### src/rtl/duty_dac_bank.sv
module duty_dac_bank #(
  parameter int PH_W     = 16,
  parameter int DIV_W    = 8,
  parameter int NCH      = 4,
  parameter int DIV_INIT = 8
) (
  input  logic             clk,
  input  logic             rst_n,
  input  logic             wr_en,
  input  logic [2:0]       wr_addr,
  input  logic [PH_W-1:0]  wr_data,
  output logic [NCH-1:0]   pwm_out,
  output logic             dck_tick
);

  localparam logic [2:0] ADDR_STEP = 3'(NCH);
  localparam logic [2:0] ADDR_DIV  = 3'(NCH + 1);

  logic [DIV_W-1:0] div_q, cnt_q;
  logic [PH_W-1:0]  step_q, phase_q, phase_nx, step_eff;
  logic             carry, tick, wrap;
  logic [PH_W-1:0]  shadow_q [NCH];
  logic [PH_W-1:0]  active_q [NCH];

  assign tick     = (div_q <= DIV_W'(1)) || (cnt_q >= div_q - DIV_W'(1));
  assign step_eff = (step_q == '0) ? PH_W'(1) : step_q;
  assign {carry, phase_nx} = {1'b0, phase_q} + {1'b0, step_eff};
  assign wrap     = tick && carry;
  assign dck_tick = tick;

  always_ff @(posedge clk) begin
    if (!rst_n) begin
      div_q  <= DIV_W'(DIV_INIT);
      step_q <= PH_W'(1);
    end else if (wr_en) begin
      if (wr_addr == ADDR_DIV)  div_q  <= wr_data[DIV_W-1:0];
      if (wr_addr == ADDR_STEP) step_q <= wr_data;
    end
  end

  always_ff @(posedge clk) begin
    if (!rst_n)    cnt_q <= '0;
    else if (tick) cnt_q <= '0;
    else           cnt_q <= cnt_q + DIV_W'(1);
  end

  always_ff @(posedge clk) begin
    if (!rst_n)    phase_q <= '0;
    else if (tick) phase_q <= phase_nx;
  end

  for (genvar i = 0; i < NCH; i++) begin : g_ch
    always_ff @(posedge clk) begin
      if (!rst_n) begin
        shadow_q[i] <= '0;
        active_q[i] <= '0;
      end else begin
        if (wr_en && wr_addr == 3'(i)) shadow_q[i] <= wr_data;
        if (wrap) active_q[i] <= shadow_q[i];
      end
    end

    assign pwm_out[i] = phase_q < active_q[i];

    AST_SHADOW_HOLD: assert property (@(posedge clk) disable iff (!rst_n)
      !wrap |=> $stable(active_q[i]));
  end

  AST_CNT_BOUND: assert property (@(posedge clk) disable iff (!rst_n)
    (div_q >= DIV_W'(2) && $stable(div_q)) |-> cnt_q < div_q);

  AST_TICK_GAP: assert property (@(posedge clk) disable iff (!rst_n)
    (tick && div_q >= DIV_W'(2) && !(wr_en && wr_addr == ADDR_DIV)) |=> !tick);

  AST_PHASE_HOLD: assert property (@(posedge clk) disable iff (!rst_n)
    !tick |=> $stable(phase_q));

  AST_WRAP_PHASE: assert property (@(posedge clk) disable iff (!rst_n)
    wrap |=> phase_q < $past(step_eff));

endmodule

### config.mk
export PLATFORM = sky130hd
export DESIGN_NAME = duty_dac_bank
export DESIGN_NICKNAME = d
export VERILOG_FILES = /design/src/rtl/duty_dac_bank.sv
export SDC_FILE = /design/constraint.sdc
export NUM_CORES = 1
export LEC_CHECK = 0
export BUFFER_PORTS_ARGS = -buffer_cell sky130_fd_sc_hd__clkbuf_2
export CAP_MARGIN = 20
export CORE_ASPECT_RATIO = 0.5
export CORE_UTILIZATION = 45
export DETAILED_ROUTE_END_ITERATION = 16
export PLACE_DENSITY = 0.7
export REMOVE_ABC_BUFFERS = 1
export SLEW_MARGIN = 25
export SYNTH_ARGS = -nofsm -noshare
export SYNTH_HDL_FRONTEND = slang
export SYNTH_SLANG_ARGS = --single-unit
### constraint.sdc
create_clock -name clk -period 6 [get_ports clk]
set_input_delay 0.9 -clock clk [delete_from_list [all_inputs] [get_ports clk]]
set_output_delay 0.9 -clock clk [all_outputs]
set_load 0.005 [all_outputs]
## Word level (Yosys, flattened, before mapping)

Memories as Yosys holds them, arrays and structs flattened.
Index checks and enable logic that the tools add are counted.

- ROM bits: 0
- Bits in latches: 0
- Output and inout port bits: 5
- Bits in writable memories: 128
- Memories kept: 2
- Bits in registers: 48
- Word-level logic and storage cells: 65

Memories:

| name | depth | bits a word | read ports | clocked after Yosys merged registers in | write ports | RTL line | text |
|---|---|---|---|---|---|---|---|
| active_q | 4 | 16 | 4 | 0 | 4 | 23 | `logic [PH_W-1:0] active_q [NCH];` |
| shadow_q | 4 | 16 | 4 | 0 | 4 | 22 | `logic [PH_W-1:0] shadow_q [NCH];` |

- Reductions and logical operators: 11
- Multiplexer cells: 25
- $lt $le $gt $ge: 6
- $add $sub $neg: 3
- Bitwise gates (word level): 9
- Multiply operators: 0
- Shifts and indexed selects: 0
- Divide/modulo/power cells: 0
- Equal/unequal tests: 5

Operators by type and width:

| operator | count |
|---|---|
| $mux 16 | 9 |
| $lt 16x16->1 | 4 |
| $add 16x16->17 | 1 |
| $logic_not 16->1 | 1 |
| $mux 1 | 16 |
| $add 8x1->8 const B | 1 |
| $ge 8x8->1 | 1 |
| $le 8x1->1 const B | 1 |
| $or 1x1->1 | 8 |
| $sub 8x1->8 const B | 1 |
| $eq 3x2->1 const B | 2 |
| $eq 3x3->1 const B | 2 |
| $logic_and 1x1->1 | 5 |
| $reduce_and 2->1 | 2 |
| $eq 3x1->1 const B | 1 |
| $logic_not 3->1 | 1 |
| $reduce_or 2->1 | 1 |
| $logic_or 1x1->1 | 1 |
| $not 1->1 | 1 |

## Logic depth before layout (Yosys ltp)

- Word-level depth: 8
- Gate-level depth with buffers: 16
- Mapped depth without buffers: 13

## Worst setup path after synthesis

Ideal clock, no wire load.

- Kind: register to register
- From: register div_q[2]
- To: memory active_q[0][0], enable pin
- Library setup time: 695 ps
- Stages on the path, launching flop included: 14
- Period minus slack after synthesis: 4751 ps
- Slack: 1249 ps
- Data arrival time: 4056 ps
- Path through: dfxtp_1 -> or4_4 -> nor4_1 -> xnor2_1 -> ha_1 -> and3_1 -> and3_1 -> a211oi_1 -> and2_1 -> buf_6 -> clkinv_4 -> a31o_4 -> buf_8 -> nand2b_1

RTL lines:

| element | RTL line | text |
|---|---|---|
| from (decl) | 19 | `logic [DIV_W-1:0] div_q, cnt_q;` |
| from (signal assigned) | 33 | `div_q <= DIV_W'(DIV_INIT);` |
| from (signal assigned) | 36 | `if (wr_addr == ADDR_DIV) div_q <= wr_data[DIV_W-1:0];` |
| to (decl) | 23 |  |

==> flow_summary.yaml <==
timing:
  tns_ns: 0
  worstMarginPinSlew_ns: 0.873
  slew_viol_final: 0
  fmax_mhz: 204
  setup_viol: 0
  min_period_ns: 4.91
  skew_ns: 0.00742
  timing.hold.ws_ns: 0.482
  rsz0062_at_grt: "no"
  fin_crit_sh_pct: 81.8
  hold_violations: 0
  relSlewSlack_pct: 41.8
setup_path:
  path_class: "flip-flop to flip-flop"
  regToRegEndpoint: "active_q[0][11]$_SDFFCE_PN0P_"
  r2r_cells: 12
  worst_r2r_startpoint: "div_q[2]$_SDFFE_PN0P_"
  cp-start-kind: "flip-flop"
  rrSetupSlack_ns: 1.09
  arrival_ns: 5.04
  crit_start: "div_q[2]$_SDFFE_PN0P_"
  required_ns: 6.14
  end_kind: "flip-flop"
  cp_max_fo: 65
detailed_routing:
  drc: 0
  drt_wl_total_mm: 20.3
  wire_per_inst_um: 17.5
  ant_nets: 0
  drt_first_iter_violations: 415
  vias: 6358
  dr.pass1.iters: 5
  vias_per_cell: 5.50
hold_path:
  hold_depth: 2
  hold_class: "flip-flop to flip-flop"
  hold_start: "step_q[15]$_SDFFE_PN0P_"
  holdPathEnd: "step_q[15]$_SDFFE_PN0P_"
power_and_ir_drop:
  peakVddDrop_mv: 0.168
  pwr-share-comb_pct: 6.0
  power.density_mw_per_mm2: 258
  pwr-share-seq_pct: 52.8
  clkPwrFrac_pct: 41.2
  switching_power_w: 0.000588
  total_power_w: 0.00260
  p_leak_nw: 4.32
  p_int_w: 0.00201
  switching_share_pct: 22.6
cells_and_area:
  finalNetCount: 987
  postLayoutCoreUtil_pct: 51.2
  fill_cells: 1745
  drive_gt1_share_pct: 8.99
  layout_common_cells: "edfxtp_1, ha_1, nand2_1"
  finalNonFillerCells: 1157
  synthToLayoutAreaGrowth_pct: 9.97
  layout_commonest_cell: "edfxtp_1"
outcome:
  status: "finished, final reports clean"
floorplanning:
  core_sq_mm: 0.0197
  die_area_sq_mm: 0.0210
  io_pins: 27
  rows: 36
  die_h_um: 103
  die_w_um: 204
  initial_core_util_pct: 46.6
grt:
  antenna_found_initial: 0
  grt-ovfl-total: 0
  grt_pass1_wl_mm: 31.5
  grt_usage_pct: 20.1
  grt_pass1_vias: 5950
  grt_max_degree: 84
synth:
  synth_edf_count: 128
  yosysSeqAreaShare_pct: 52.3
  synth_flop_cell: "edfxtp_1"
  synth_seq_cells: 176
  async_flop_share_pct: 0
  synth.avg_cell_area_sq_um: 10.6
  syn-cell-area_sq_mm: 0.00919
  yosysUniqueCellTypes: 52
  synthCells: 867
  yosysWarnings: 0
placed_design:
  place_inst: 1124
  numPortBuffers: 26
  gp_congestion: 0.861
  dp_hpwl_mm: 14.1
clock_tree:
  clock_latency_ns: 0.43
  post_cts_buffers: 0
  cts_resized: 0
  holdBufCountCts: 0
  clk_pin_slew_ns: 0.06
  clkSinkCount: 176
  clockBufferDepth: 2
  cts_max_level: 4
  cts-root-buf: "clkbuf_16"
  cts_tree: "yes"
  cts_made_buffers: 17
job:
  max_cap_violations: 0
-- layout make-up --
| type | instances | area [sq um] | share of cell area, % |
|---|---|---|---|
| flip-flops and latches | 176 | 4800 | 47.6 |
| multi-input cells | 576 | 3920 | 38.8 |
| clock buffers | 18 | 429 | 4.25 |
| well taps | 266 | 333 | 3.29 |
| inverters | 70 | 268 | 2.65 |
| repair buffers | 36 | 205 | 2.03 |
| clock inverters | 14 | 141 | 1.40 |
| diodes | 1 | 2.50 | 0.0248 |
-- through the flow --
stage                     setup slack (ns)  instance area [sq um]
after floorplan                      0.864                   8960
after global placement                1.26                   9520
after detailed placement              1.14                   9530
after CTS                             1.11                  10100
after global routing                 0.813                  10100
final                                 1.09                  10100
-- power groups by stage --
stage / logic [W] / registers [W] / clock network [W]
finish: 0.000156 / 0.00137 / 0.00107
global route: 0.000174 / 0.00138 / 0.00114
CTS: 0.000156 / 0.00137 / 0.00108
detailed placement: 0.000155 / 0.00140 / 0
global placement: 0.000150 / 0.00140 / 0
floorplan: 0.0000890 / 0.00139 / 0
-- flip-flops by register name, summed over array words and instances (netlist names) --
signal	count
active_q	64
shadow_q	64
phase_q	16
step_q	16
cnt_q	8
div_q	8
-- worst max path at each step --
stage	cells after the start	slack, ns	to
3_3_place_gp	12	1.26	active_q[0][10]$_SDFFCE_PN0P_
3_5_place_dp	12	1.14	active_q[0][11]$_SDFFCE_PN0P_
5_1_grt	12	0.81	active_q[0][11]$_SDFFCE_PN0P_
6_report	12	1.09	active_q[0][11]$_SDFFCE_PN0P_
2_1_floorplan	11	0.86	active_q[0][0]$_SDFFCE_PN0P_
4_1_cts	12	1.11	active_q[0][11]$_SDFFCE_PN0P_
-- synth_stat cells, types with 3 or more instances --
library cell	instances	area [sq um]
o211ai_1	6	45.0
a31oi_1	7	43.8
xnor2_1	14	123
a21o_1	15	113
a21oi_1	59	295
nor2_1	38	143
and4_1	3	26.3
ha_1	87	1090
a211oi_1	8	60.1
o31ai_1	4	30.0
clkbuf_1	35	131
inv_1	68	255
nand4_1	11	68.8
buf_6	6	67.6
and2_1	66	413
edfxtp_1	128	3840
nand2_1	79	297
nor3_1	6	30.0
and3_1	73	457
nor2b_1	7	43.8
or2_2	4	25.0
xor2_1	5	43.8
dfxtp_1	48	961
nor4_1	6	37.5
nand2b_1	10	62.6
nand3_1	20	100
o21ai_0	26	130
-- layer usage --
layer	up-vias	part of all wire, %	GRT usage, %	wire length [um]
li1	3094	-	-	-
met1	3067	46	26.6	9370
met2	163	46	33.5	9370
met3	34	5.8	3.57	1180
met4	0	1.7	7.46	347
met5	-	0	0	0
-- critical path: stages (launching register included) --
cell,delay (ns)
dfxtp_1,0.35
or4_4,0.57
nor4_1,0.24
xnor2_1,0.17
ha_1,0.27
and3_1,0.17
and3_1,0.17
a211oi_1,0.54
and2_1,0.29
clkinv_4,0.16
a31o_4,0.45
nand2b_2,0.70
buf_4,0.49
-- cells by family after synthesis --
kind of cell | after synthesis | share of synthesized area [%]
flops | 176 | 52.3
compound gates | 140 | 9.30
buf+inv | 115 | 5.39
xor+xnor | 19 | 1.81
simple gates | 329 | 19.1
fa+ha+maj | 88 | 12.1
(Power assumes the default switching activity.)
